===== config.mk =====
export PLATFORM = sky130hd
export DESIGN_NAME = usbf_irq_flags
export DESIGN_NICKNAME = d
export VERILOG_FILES = /design/src/rtl/usbf_irq_pkg.sv /design/src/rtl/usbf_vbus_sense.sv /design/src/rtl/usbf_ep_events.sv /design/src/rtl/usbf_irq_flags.sv
export SDC_FILE = /design/constraint.sdc
export NUM_CORES = 1
export LEC_CHECK = 0
export BUFFER_PORTS_ARGS = -buffer_cell sky130_fd_sc_hd__clkbuf_2
export CORE_MARGIN = 2
export CORE_UTILIZATION = 45
export CTS_CLUSTER_SIZE = 40
export DETAILED_ROUTE_END_ITERATION = 16
export PLACE_DENSITY_LB_ADDON = 0.1
export SLEW_MARGIN = 20
export SYNTH_ARGS = -nofsm -noshare
export SYNTH_HDL_FRONTEND = slang
export SYNTH_SLANG_ARGS = --single-unit

===== constraint.sdc =====
create_clock -name clk -period 2.6 [get_ports clk]
set_clock_uncertainty 0.1 [all_clocks]
set_input_delay 0.39 -clock clk [delete_from_list [all_inputs] [get_ports clk]]
set_output_delay 0.39 -clock clk [all_outputs]
set_load 0.01 [all_outputs]

===== src/rtl/usbf_irq_pkg.sv =====
// Package: shared constants for the USB interrupt status unit.
// Assumes two IN slots and one power-change source feeding the flag vector.
package usbf_irq_pkg;
    localparam int NUM_SLOT  = 2;
    localparam int DATA_W    = 8;
    localparam int FLAG_W    = 2 * NUM_SLOT + 1;
    localparam int PWR_BIT   = FLAG_W - 1;
    localparam logic ADDR_FLAGS  = 1'b0;
    localparam logic ADDR_ENABLE = 1'b1;
endpackage


===== src/rtl/usbf_vbus_sense.sv =====
// Module: synchronises the asynchronous power pin and flags any level change.
// Assumes SYNC_STAGES >= 2; the change output compares the synchronised
// sample against the previous synchronised sample.
module usbf_vbus_sense #(
    parameter int SYNC_STAGES = 2
) (
    input  logic clk,
    input  logic rst_n,
    input  logic pin,
    output logic level,
    output logic change
);
    logic [SYNC_STAGES-1:0] sync_q;
    logic                   prev_q;

    // Shift the pin through the synchronizer chain.
    always_ff @(posedge clk) begin
        if (!rst_n) sync_q <= '0;
        else        sync_q <= {sync_q[SYNC_STAGES-2:0], pin};
    end

    // Hold the last synchronised level for edge comparison.
    always_ff @(posedge clk) begin
        if (!rst_n) prev_q <= 1'b0;
        else        prev_q <= sync_q[SYNC_STAGES-1];
    end

    assign level  = sync_q[SYNC_STAGES-1];
    assign change = sync_q[SYNC_STAGES-1] ^ prev_q;
endmodule


===== src/rtl/usbf_ep_events.sv =====
// Module: decodes per-slot packet-engine strobes into flag set events and
// a NACK-select level. Purely combinational; assumes strobes are one-cycle.
module usbf_ep_events #(
    parameter int NUM_SLOT = 2
) (
    input  logic [NUM_SLOT-1:0] in_token,
    input  logic [NUM_SLOT-1:0] fifo_valid,
    input  logic [NUM_SLOT-1:0] tx_en,
    input  logic [NUM_SLOT-1:0] ack,
    output logic [NUM_SLOT-1:0] req_set,
    output logic [NUM_SLOT-1:0] done_set,
    output logic [NUM_SLOT-1:0] nack
);
    for (genvar s = 0; s < NUM_SLOT; s++) begin : g_slot
        // Request event: token seen with nothing queued.
        assign req_set[s]  = in_token[s] & ~fifo_valid[s];
        // Done event: host acknowledged the delivered packet.
        assign done_set[s] = ack[s];
        // NACK until data is present and transmission is armed.
        assign nack[s]     = ~(fifo_valid[s] & tx_en[s]);
    end
endmodule


===== src/rtl/usbf_irq_flags.sv =====
// Module: top of the interrupt status unit. Holds the flag and enable
// registers, the register bus decode and the registered interrupt output.
// Assumes a single-cycle register bus; set events win over clearing writes.
module usbf_irq_flags
    import usbf_irq_pkg::*;
#(
    parameter int SYNC_STAGES = 2
) (
    input  logic                clk,
    input  logic                rst_n,
    input  logic                reg_addr,
    input  logic                reg_wr,
    input  logic [DATA_W-1:0]   reg_wdata,
    output logic [DATA_W-1:0]   reg_rdata,
    input  logic [NUM_SLOT-1:0] ep_in_token,
    input  logic [NUM_SLOT-1:0] ep_fifo_valid,
    input  logic [NUM_SLOT-1:0] ep_tx_en,
    input  logic [NUM_SLOT-1:0] ep_ack,
    output logic [NUM_SLOT-1:0] ep_nack,
    input  logic                vbus_pin,
    output logic                irq
);
    localparam int PAD_FLAG = DATA_W - FLAG_W - 1;
    localparam int PAD_EN   = DATA_W - FLAG_W;

    logic [NUM_SLOT-1:0] req_set, done_set;
    logic                pwr_level, pwr_change;
    logic [FLAG_W-1:0]   set_vec;
    logic [FLAG_W-1:0]   flag_q, en_q;
    logic                irq_q;
    logic                wr_flags, wr_enable;

    usbf_ep_events #(.NUM_SLOT(NUM_SLOT)) u_events (
        .in_token  (ep_in_token),
        .fifo_valid(ep_fifo_valid),
        .tx_en     (ep_tx_en),
        .ack       (ep_ack),
        .req_set   (req_set),
        .done_set  (done_set),
        .nack      (ep_nack)
    );

    usbf_vbus_sense #(.SYNC_STAGES(SYNC_STAGES)) u_vbus (
        .clk   (clk),
        .rst_n (rst_n),
        .pin   (vbus_pin),
        .level (pwr_level),
        .change(pwr_change)
    );

    // Interleave per-slot events into the flag bit order.
    for (genvar s = 0; s < NUM_SLOT; s++) begin : g_setmap
        assign set_vec[2*s]   = req_set[s];
        assign set_vec[2*s+1] = done_set[s];
    end
    assign set_vec[PWR_BIT] = pwr_change;

    assign wr_flags  = reg_wr && (reg_addr == ADDR_FLAGS);
    assign wr_enable = reg_wr && (reg_addr == ADDR_ENABLE);

    // Flag register: write-0-to-clear, set events take priority.
    always_ff @(posedge clk) begin
        if (!rst_n)        flag_q <= '0;
        else if (wr_flags) flag_q <= (flag_q & reg_wdata[FLAG_W-1:0]) | set_vec;
        else               flag_q <= flag_q | set_vec;
    end

    // Enable register: plain read/write.
    always_ff @(posedge clk) begin
        if (!rst_n)         en_q <= '0;
        else if (wr_enable) en_q <= reg_wdata[FLAG_W-1:0];
    end

    // Registered interrupt request from enabled flags.
    always_ff @(posedge clk) begin
        if (!rst_n) irq_q <= 1'b0;
        else        irq_q <= |(flag_q & en_q);
    end

    // Read mux; reserved bits return zero.
    always_comb begin
        if (reg_addr == ADDR_FLAGS) reg_rdata = {{PAD_FLAG{1'b0}}, pwr_level, flag_q};
        else                        reg_rdata = {{PAD_EN{1'b0}}, en_q};
    end

    assign irq = irq_q;

    // Every set event is visible in the flag register after the edge.
    for (genvar b = 0; b < FLAG_W; b++) begin : g_chk
        assert_set_wins_R7: assert property (@(posedge clk) disable iff (!rst_n)
            set_vec[b] |=> flag_q[b]);
        // A set flag survives unless a clearing write hits it.
        assert_flag_hold_R6: assert property (@(posedge clk) disable iff (!rst_n)
            (flag_q[b] && !(wr_flags && !reg_wdata[b])) |=> flag_q[b]);
        // A clearing write with no set event drops the flag.
        assert_flag_clear_R6: assert property (@(posedge clk) disable iff (!rst_n)
            (wr_flags && !reg_wdata[b] && !set_vec[b]) |=> !flag_q[b]);
    end

    for (genvar s = 0; s < NUM_SLOT; s++) begin : g_nchk
        // A request event always coincides with NACK for that slot.
        assert_req_nack_R4: assert property (@(posedge clk) disable iff (!rst_n)
            req_set[s] |-> ep_nack[s]);
    end

    // Interrupt follows enabled flags with one cycle of latency.
    assert_irq_rise_R11: assert property (@(posedge clk) disable iff (!rst_n)
        (|(flag_q & en_q)) |=> irq);
    assert_irq_fall_R11: assert property (@(posedge clk) disable iff (!rst_n)
        !(|(flag_q & en_q)) |=> !irq);
    // Power change always raises the power flag.
    assert_pwr_flag_R9: assert property (@(posedge clk) disable iff (!rst_n)
        pwr_change |=> flag_q[PWR_BIT]);
endmodule


==> metrics.md, run 1 <==
| Metric | Value |
|---|---|
| Status | complete, no violations |
| Worst skew pair latency | 0.27 ns |
| Worst Setup Path Type | in -> out |
| Worst path arrival time | between 1 and 1.5 ns |
| WL per Instance | roughly 11 microns |
| Die Wd | 40.7 microns |
| DIE HEIGHT | 40.7 microns |
| Largest cells by area after synthesis | dfxtp_1 46%, a21boi_0 11%, mux2_2 9.3%, nand2_1 4.9%, o21a_1 4.9% |
| Initial Util | 0.472 |
| Hold slack final | ~0.22 ns |
| Crit-path most repeated cell | clkbuf_2 |
| WL met3 | between 60 and 70 microns |
| Path category of the worst min-delay check | in -> reg |
| CP max FO | 13 |
| Pre-antenna DRT Iters | 3 |
| Vias in the first global route | 429 |
| Slowest CP cell | mux2_2 |
| # DRC | 0 |
| Fin crit share | 0.624 |
| CTS H-Tree Depth | 1 |
| Critical-path cell list | clkbuf_2, mux2_2, clkbuf_2 |
| RSZ-0062 raised after global routing | no |
| Vias | about 510 |
| Max Slew Vio Count | 0 |
| Met1 wire length | around 560 microns |
| Achievable frequency | roughly 620 MHz |
| Endpoint type of the worst setup path | output pin |
| Final hold violation count | 0 |
| Synth top area share | 0.462 |
| Ant. Diodes | 0 |
| Post-CTS Setup Repair Bufs | 0 |
| FILL cells | between 100 and 150 |
| Core ar. | 0.00128 sq mm |
| Synth Warn # | 0 |
| DRT iter0 DRCs | 7 |
| Placer Congestion | roughly 0.68 |
| Top cell type by total area after synthesis | dfxtp_1 |
| Finished Core Util | 0.588 |
| Bufs on Longest Clock Path | 2 |
| NumNets Final | around 110 |
| # IOs | 32 |
| Leakage | about 0.34 nW |
| Placed insts | 101 |
| Routed Antenna Nets | 0 |
| Critical Path Start Type | primary input |
| Setup_tns | 0 ns |
| Tmin final | about 1.6 ns |
| CP max stage delay | around 0.37 ns |
| Total Power | roughly 410 uW |
| Commonest non-fill, non-tap cells in the layout | 26 x clkbuf_2, 14 x dfxtp_1, 9 x a21boi_0 |
| Number of max-cap violations | 0 |
| CTS tree | yes |
| Clock root cell | clkbuf_4 |
| Fraction of layout cells with a size suffix above 1 | 0.393 |
| Worst-path clk slew | about 0.070 ns |
| Met2 WL post-DR | between 500 and 600 microns |
| Commonest non-fill, non-tap cell in the layout | clkbuf_2 |
| Port bufs | 26 |
| Total grt overflow | 0 |
| First-pass GRT wire length | approximately 1800 microns |
| DR top layer | met4 |
| Largest net degree at the start of global routing | 15 |
| Syn Area/Cell | 9.63 sq um |
| CTS Buf Count | 3 |
| Post-route insts no fill | ~100 |
| Post-synthesis sequential area ratio | 0.462 |
| Post-synthesis cell area | about 610 sq um |
| FP Rows | 13 |
| Final setup viols | 0 |
| Post-CTS Resized | 0 |
| Cts hold-fix bufs | 0 |
| Yosys cell types | 17 |
| P&R area growth vs syn | 24.5% |
| Synthesis-stage register bit count | 14 |
| Vias per cell | slightly below 5 |
| PD cells | about 540 mW/mm^2 |
| Die area | ~0.0017 sq mm |
| CP required | about 2.1 ns |
| Max VDD drop | between 0.0003 and 0.0004 V |
| GR Util All Layers | 0.173 |
| Initial antenna violation count | 0 |
| WL final | ~1200 microns |
| CTS Sinks | 14 |
| Synth Instances | 63 |
-- synthesized netlist by cell type --
library cell	instances
xnor2_1	1
nand3_1	5
nand2b_2	1
and2_1	3
mux2_2	5
a22oi_1	1
clkbuf_1	1
nor2b_1	1
a222oi_1	1
dfxtp_1	14
o21a_1	4
buf_4	3
nand2_1	8
conb_1	1
nand2b_1	2
a21boi_0	9
o21ai_0	3
-- path summary, 6_finish.rpt --
kind	from	to	slack (ns)	depth (start not counted)
hold reg to reg	u_vbus.sync_q[0]	u_vbus.sync_q[1]	0.34	1
setup reg to reg	flag_q[1]	irq	1.59	2
hold / removal	ep_ack[1]	flag_q[3]	0.22	2
setup / recovery	reg_addr	reg_rdata[3]	0.98	3
-- registers in the layout, indices dropped and copies added, names as in the netlist --
| name | count |
|---|---|
| en_q | 5 |
| flag_q | 5 |
| irq | 1 |
| u_vbus.prev_q | 1 |
| u_vbus.sync_q | 2 |
-- per-stage QoR --
step	instance area, sq um	setup slack (ns)
floorplan	611	1.23
global route	756	0.921
global placement	733	0.955
detailed placement	733	0.973
CTS	756	0.969
finish	756	0.977
-- area by class of cell --
| type | count | area, sq um | area share |
|---|---|---|---|
| Multi-Input combinational cell | 46 | 304 | 0.402 |
| Sequential cell | 14 | 280 | 0.371 |
| Timing Repair Buffer | 26 | 130 | 0.172 |
| Tap cell | 15 | 18.8 | 0.0248 |
| Clock buffer | 3 | 22.5 | 0.0298 |
-- routing by layer --
| layer | up-vias | global-route usage |
|---|---|---|
| li1 | 273 | - |
| met1 | 213 | 0.216 |
| met2 | 17 | 0.274 |
| met3 | 2 | 0.0652 |
| met4 | 0 | 0.0500 |
| met5 | - | 0 |
-- power breakdown --
part | total (mW) | internal (mW) | leakage [nW] | switching, mW
Sequential | 0.233 | 0.226 | 0.115 | 0.00715
Clock | 0.115 | 0.0535 | 0.0138 | 0.0611
Combinational | 0.0599 | 0.0313 | 0.209 | 0.0286
-- cells by family (layout without fill, tap and decap cells) --
logic type             after synthesis  count (layout)  share of synthesized area
AND/OR/NAND/NOR                     20              20                      0.167
AO/OA/AOI/OAI                       18              18                      0.214
flip-flops                          14              14                      0.462
multiplexers                         5               5                     0.0928
buffers and inverters                4              29                     0.0433
other                                1               2                    0.00618
XOR/XNOR                             1               1                     0.0144
-- critical path, delay by kind of cell --
family,cells,cell delay (ns)
mux,1,0.37
buf+inv,2,0.37
No activity file was read; power rests on OpenSTA's default activity.
==> run 2, diff against run 1 <==
--- a/config.mk
+++ b/config.mk
@@ -7,7 +7,7 @@
 export LEC_CHECK = 0
 export BUFFER_PORTS_ARGS = -buffer_cell sky130_fd_sc_hd__clkbuf_2
 export CORE_MARGIN = 2
-export CORE_UTILIZATION = 45
+export CORE_UTILIZATION = 42
 export CTS_CLUSTER_SIZE = 40
 export DETAILED_ROUTE_END_ITERATION = 16
 export PLACE_DENSITY_LB_ADDON = 0.1
==> constraint.sdc (replaced) <==
create_clock -name clk -period 1.7 [get_ports clk]
set_clock_uncertainty 0.1 [all_clocks]
set_input_delay 0.255 -clock clk [delete_from_list [all_inputs] [get_ports clk]]
set_output_delay 0.255 -clock clk [all_outputs]
set_load 0.01 [all_outputs]
==> run 2 against run 1 <==
  * Cell area did not move
  * Combinational power rose by 53%
  * Setup slack got worse by 0.64 ns
  * Routed wire length grew 5.7%
  * Clock-buffer cell count unchanged
  * Sequential power is 53% higher
  * Largest power group unchanged
  * Highest routed layer unchanged
==> metrics.md, run 2 (synthesis results as in run 1) <==
| Metric | Value |
|---|---|
| Vias in the first global route | 537 (was 429) |
| NumNets Final | 112 (unchanged) |
| Slowest CP cell | mux2_2 (unchanged) |
| Fraction of layout cells with a size suffix above 1 | 0.393 (unchanged) |
| Post-CTS Setup Repair Bufs | 0 (unchanged) |
| CP max stage delay | 0.37 ns (about the same) |
| CTS Sinks | 14 (unchanged) |
| Worst skew pair latency | 0.27 ns (about the same) |
| # IOs | 32 (unchanged) |
| Pre-antenna DRT Iters | 4 (was 3) |
| Total Power | 627 uW (was 408 uW) |
| Depth of the worst register-to-register path | 2 (unchanged) |
| Worst Setup Path Type | in -> out (unchanged) |
| Placer Congestion | 0.707 (was 0.678) |
| Crit-path most repeated cell | clkbuf_2 (unchanged) |
| Routed Antenna Nets | 0 (unchanged) |
| Clock root cell | clkbuf_4 (unchanged) |
| R2r startpoint | flag_q[1] (unchanged) |
| Number of max-cap violations | 0 (unchanged) |
| Post-CTS Resized | 0 (unchanged) |
| Worst path arrival time | 1.01 ns (was 1.13 ns) |
| DIE HEIGHT | 42.0 microns (was 40.7 microns) |
| Initial antenna violation count | 0 (unchanged) |
| Fin crit share | 0.803 |
| GR Util All Layers | 0.160 (was 0.173) |
| Status | complete, no violations (unchanged) |
| Vias per cell | 5.08 (was 4.86) |
| Achievable frequency | roughly 730 MHz |
| Vias | 528 (was 505) |
| Tmin final | approximately 1.4 ns |
| CP required | 1.34 ns (was 2.11 ns) |
| WL per Instance | 11.7 microns (was 11.1 microns) |
| Setup_tns | 0 ns (unchanged) |
| CTS Buf Count | 3 (unchanged) |
| Port bufs | 26 (unchanged) |
| P&R area growth vs syn | 24.5% (unchanged) |
| Final setup viols | 0 (unchanged) |
| Total grt overflow | 0 (unchanged) |
| Reg2reg end | irq (unchanged) |
| Commonest non-fill, non-tap cells in the layout | 26 x clkbuf_2, 14 x dfxtp_1, 9 x a21boi_0 (unchanged) |
| Worst-path clk slew | 0.08 ns (was 0.07 ns) |
| CTS tree | yes (unchanged) |
| Die Wd | 42.0 microns (was 40.7 microns) |
| Max Slew Vio Count | 0 (unchanged) |
| Endpoint type of the worst setup path | output pin (unchanged) |
| Worst hold path depth | 2 (unchanged) |
| Bufs on Longest Clock Path | 2 (unchanged) |
| Die area | 0.00176 sq mm (was 0.00166 sq mm) |
| Largest net degree at the start of global routing | 15 (unchanged) |
| CP max FO | 13 (unchanged) |
| Initial Util | 0.461 (was 0.472) |
| Critical-path cell list | clkbuf_2, mux2_2, clkbuf_2 (unchanged) |
| Hold Startpoint | ep_ack[0] (was ep_ack[1]) |
| Commonest non-fill, non-tap cell in the layout | clkbuf_2 (unchanged) |
| Largest regs | en_q (5), flag_q (5), u_vbus.sync_q (2) (unchanged) |
| FF-to-FF setup slack | 0.65 ns (was 1.59 ns) |
| Cts hold-fix bufs | 0 (unchanged) |
| PD cells | 829 mW/mm^2 (was 539 mW/mm^2) |
| # DRC | 0 (unchanged) |
| Path category of the worst min-delay check | in -> reg (unchanged) |
| Critical Path Start Type | primary input (unchanged) |
| Ant. Diodes | 0 (unchanged) |
| CTS H-Tree Depth | 1 (unchanged) |
| WL final | 1220 microns (was 1150 microns) |
| First-pass GRT wire length | 2150 microns (was 1820 microns) |
| End of the worst hold path | flag_q[1] (was flag_q[3]) |
| Leakage | 0.338 nW (unchanged) |
| FP Rows | 13 (unchanged) |
| Final hold violation count | 0 (unchanged) |
| Max VDD drop | 0.000384 V (was 0.000307 V) |
| DRT iter0 DRCs | 9 (was 7) |
| Core ar. | 0.00132 sq mm (was 0.00128 sq mm) |
| RSZ-0062 raised after global routing | no (unchanged) |
==> run 2: cell counts in the layout (fill, tap and decap cells not counted) <==
No cell type changed its count.
==> run 2: per-stage QoR <==
stage	setup slack (ns)	instance area, sq um	utilization	instances	hold slack (ns)
after detailed placement	0.330	733	0.557	101	0.324
after CTS	0.328	756	0.574	104	0.0819
final	0.335	756	0.574	104	0.0894
after global placement	0.337	733	0.557	101	0.329
after global routing	0.301	756	0.574	104	0.0838
after floorplan	0.597	611	-	64	0.279
==> run 2: worst max path at each step <==
stage,startpoint,endpoint
floorplan,reg_addr,reg_rdata[0]
global placement,reg_addr,reg_rdata[3]
detailed placement,reg_addr,reg_rdata[1]
CTS,reg_addr,reg_rdata[1]
global route,reg_addr,reg_rdata[1]
finish,reg_addr,reg_rdata[1]
==> run 2: area by class of cell <==
type / count / area [sq um]
clock buffer: 3 / 22.5
fill: 122 / 562
multi-input combinational: 46 / 304
sequential: 14 / 280
tap: 15 / 18.8
timing repair buffer: 26 / 130
==> run 2: report_power, final <==
part / switching (mW) / leakage, nW / internal, mW
Combinational: 0.0440 / 0.209 / 0.0479
Sequential: 0.0112 / 0.115 / 0.345
Clock: 0.0961 / 0.0138 / 0.0819
Total: 0.151 / 0.338 / 0.475
==> run 2: worst max-delay path, delay by kind of cell <==
family   cells  cell delay, ns
mux          1            0.37
buf+inv      2            0.38
==> run 2: per-layer routing <==
metal  vias to the layer above  routed length [microns]  part of all wire  track usage
met5                         -                        0                 0            0
met4                         0                       14             0.012       0.0563
met3                         2                       79             0.065       0.0517
met2                        21                      600              0.49        0.278
met1                       236                      522              0.43        0.183
li1                        269                        -                 -            -
==> run 3, diff against run 2 <==
--- a/config.mk
+++ b/config.mk
@@ -5,9 +5,10 @@
 export SDC_FILE = /design/constraint.sdc
 export NUM_CORES = 1
 export LEC_CHECK = 0
+export ABC_AREA = 1
 export BUFFER_PORTS_ARGS = -buffer_cell sky130_fd_sc_hd__clkbuf_2
 export CORE_MARGIN = 2
-export CORE_UTILIZATION = 42
+export CORE_UTILIZATION = 43
 export CTS_CLUSTER_SIZE = 40
 export DETAILED_ROUTE_END_ITERATION = 16
 export PLACE_DENSITY_LB_ADDON = 0.1
==> constraint.sdc (replaced) <==
create_clock -name clk -period 1.27 [get_ports clk]
set_clock_uncertainty 0.1 [all_clocks]
set_input_delay 0.1905 -clock clk [delete_from_list [all_inputs] [get_ports clk]]
set_output_delay 0.1905 -clock clk [all_outputs]
set_load 0.01 [all_outputs]
==> run 3 against run 2 <==
  * Largest power group unchanged
  * Non-clock buffer count increased by 1
  * Global-route usage increased by 0.28 points
  * First-iteration DRC count down 100%
  * Flip-flop and latch count is the same
  * Synthesized cell count is 62% higher
  * Critical path depth stayed put
  * Routed wire length rose by 6.5%
  * Cell count grew 39%
==> metrics.md, run 3 <==
| Metric | Value |
|---|---|
| Status | complete, no violations (unchanged) |
| Port bufs | 26 (unchanged) |
| DIE HEIGHT | 43.2 microns (was 42.0 microns) |
| # IOs | 32 (unchanged) |
| PD cells | 1070 mW/mm^2 (was 829 mW/mm^2) |
| Worst hold path depth | 3 (was 2) |
| CP required | 0.98 ns (was 1.34 ns) |
| Clock root cell | clkbuf_4 (unchanged) |
| Async S/R FF share, synth | 0 (unchanged) |
| Post-CTS Setup Repair Bufs | 0 (unchanged) |
| CTS tree | yes (unchanged) |
| Largest net degree at the start of global routing | 11 (was 15) |
| Path category of the worst min-delay check | in -> reg (unchanged) |
| Reg2reg end | irq (unchanged) |
| Commonest non-fill, non-tap cell in the layout | nand2_1 (was clkbuf_2) |
| Die Wd | 43.2 microns (was 42.0 microns) |
| Post-synthesis cell area | 662 sq um (was 607 sq um) |
| Bufs on Longest Clock Path | 2 (unchanged) |
| Tmin final | 1.18 ns |
| Synth top area share | 0.423 (was 0.462) |
| Worst path arrival time | 0.89 ns (was 1.01 ns) |
| Hpwl dp | 995 microns |
| Syn Area/Cell | 6.49 sq um (was 9.63 sq um) |
| Post-synthesis sequential area ratio | 0.423 (was 0.462) |
| Routed Antenna Nets | 0 (unchanged) |
| Initial antenna violation count | 0 (unchanged) |
| Vias | 647 (was 528) |
| Pre-antenna DRT Iters | 1 (was 4) |
| # DRC | 0 (unchanged) |
| Vias per cell | 4.46 (was 5.08) |
| Die area | 0.00187 sq mm (was 0.00176 sq mm) |
| Worst-path clk slew | 0.08 ns (about the same) |
| CTS H-Tree Depth | 1 (unchanged) |
| Vias in the first global route | 570 (was 537) |
| Commonest non-fill, non-tap cells in the layout | 36 x nand2_1, 26 x clkbuf_2, 14 x dfxtp_1 (was 26 x clkbuf_2, 14 x dfxtp_1, 9 x a21boi_0) |
| DRT iter0 DRCs | 0 (was 9) |
| Placer Congestion | 0.703 (was 0.707) |
| Fraction of layout cells with a size suffix above 1 | 0.264 (was 0.393) |
| CTS Sinks | 14 (unchanged) |
| NumNets Final | 152 (was 112) |
| Commonest cells post-synth | 36 x nand2_1, 14 x dfxtp_1, 13 x inv_1, 13 x nor2_1, 6 x nand3_1 (was 14 x dfxtp_1, 9 x a21boi_0, 8 x nand2_1) |
| Post-route insts no fill | 145 (was 104) |
| Ant. Diodes | 0 (unchanged) |
| Worst Setup Path Type | reg -> out (was in -> out) |
| First-pass GRT wire length | 2260 microns (was 2150 microns) |
| Hold slack final | 0.0243 ns (was 0.0894 ns) |
| Most frequent cell after synthesis | nand2_1 (was dfxtp_1) |
| FP Rows | 14 (was 13) |
| Synth Warn # | 0 (unchanged) |
| Number of enable flip-flop cells after synthesis | 0 (unchanged) |
| Final setup viols | 0 (unchanged) |
| Core ar. | 0.00147 sq mm (was 0.00132 sq mm) |
| WL final | 1300 microns (was 1220 microns) |
| Post-CTS Resized | 0 (unchanged) |
| Yosys cell types | 15 (was 17) |
| Critical Path Start Type | flip-flop (was primary input) |
| Top_reg_cell synth | dfxtp_1 (unchanged) |
| Achievable frequency | 850 MHz |
| FILL cells | 166 (was 122) |
| Max Slew Vio Count | 0 (unchanged) |
| End of the worst hold path | flag_q[3] (was flag_q[1]) |
| Endpoint type of the worst setup path | output pin (unchanged) |
| Number of max-cap violations | 0 (unchanged) |
| Setup_tns | 0 ns (unchanged) |
| RSZ-0062 raised after global routing | no (unchanged) |
| CP max FO | 3 (was 13) |
| Worst setup startpoint | u_vbus.sync_q[1] (was reg_addr) |
| Max VDD drop | 0.000582 V (was 0.000384 V) |
| Depth of the worst register-to-register path | 4 (was 2) |
| CTS Buf Count | 3 (unchanged) |
| Largest cells by area after synthesis | dfxtp_1 42%, nand2_1 20%, inv_1 7.4%, nor2_1 7.4%, nand3_1 4.5% (was dfxtp_1 46%, a21boi_0 11%, mux2_2 9.3%, nand2_1 4.9%, o21a_1 4.9%) |
| Final hold violation count | 0 (unchanged) |
| R2r startpoint | flag_q[0] (was flag_q[1]) |
| Largest regs | en_q (5), flag_q (5), u_vbus.sync_q (2) (unchanged) |
| Leakage | 0.476 nW (was 0.338 nW) |
| Worst skew pair latency | 0.28 ns (was 0.27 ns) |
| Fin crit share | 0.926 |
| Top cell type by total area after synthesis | dfxtp_1 (unchanged) |
| Cts hold-fix bufs | 1 (was 0) |
| Multi-input combinational cell area | 283 sq um (was 304 sq um) |
| P&R area growth vs syn | 23.4% (was 24.5%) |
| Reg area | 280 sq um (unchanged) |
| WL per Instance | 8.94 microns (was 11.7 microns) |
| GR Util All Layers | 0.163 (was 0.160) |
| Hold Startpoint | ep_ack[1] (was ep_ack[0]) |
| Total grt overflow | 0 (unchanged) |
| Synthesis-stage register bit count | 14 (unchanged) |
| Synth Instances | 102 (was 63) |
| Placed insts | 141 (was 101) |
| Initial Util | 0.450 (was 0.461) |
| FF-to-FF setup slack | 0.48 ns (was 0.65 ns) |
-- run 3: cell types whose count changed after synthesis, sizes merged, moves of 2 or more --
cell,delta
a21boi,-9
mux2,-5
o21ai,+2
inv,+16
a21oi,+5
and2,-3
nand2,+29
nor2,+13
nand2b,-3
o21a,-4
-- run 3: worst max-delay path by stage --
stage	end	slack (ns)	depth (start not counted)
after floorplan	reg_rdata[5]	0.45	2
after global placement	reg_rdata[0]	0.19	5
after detailed placement	reg_rdata[0]	0.18	5
after CTS	reg_rdata[5]	0.08	3
after global routing	reg_rdata[2]	0.01	3
final	reg_rdata[5]	0.09	3
-- run 3: cell type report --
class | count | area share
Sequential cell | 14 | 0.343
Multi-Input combinational cell | 68 | 0.346
Tap cell | 16 | 0.0245
Inverter | 17 | 0.0873
Timing Repair Buffer | 27 | 0.172
Clock buffer | 3 | 0.0276
-- run 3: stage by stage --
stage | total power, mW | area (sq um) | setup slack (ns) | util
after floorplan | 0.587 | 666 | 0.447 | -
after global placement | 0.639 | 785 | 0.192 | 0.533
after detailed placement | 0.643 | 785 | 0.183 | 0.533
after CTS | 0.888 | 817 | 0.0758 | 0.555
after global routing | 0.927 | 817 | 0.0118 | 0.555
final | 0.876 | 817 | 0.0934 | 0.555
-- run 3: kinds of logic after synthesis --
| family | Yosys count | synth area share |
|---|---|---|
| simple gates | 56 | 0.340 |
| buf+inv | 21 | 0.155 |
| flops | 14 | 0.423 |
| compound gates | 10 | 0.0756 |
| other cells | 1 | 0.00567 |
-- run 3: report_power, final --
group	switching (mW)	total (mW)	leakage, nW	internal, mW
combinational	0.0838	0.148	0.347	0.0643
clock	0.134	0.244	0.0138	0.110
sequential	0.0173	0.484	0.116	0.466
-- run 3: layer usage --
layer / wire length, microns / vias up / share of wire / GRT usage
li1: - / 358 / - / -
met1: 585 / 267 / 0.45 / 0.177
met2: 610 / 20 / 0.47 / 0.275
met3: 84 / 2 / 0.065 / 0.0596
met4: 15 / 0 / 0.012 / 0.0788
met5: 0 / - / 0 / 0
-- run 3: critical path, cell delays in order (launching register included) --
cell and delay (ns):
dfxtp_1 0.36, inv_2 0.04, nor2_1 0.07, clkbuf_2 0.13
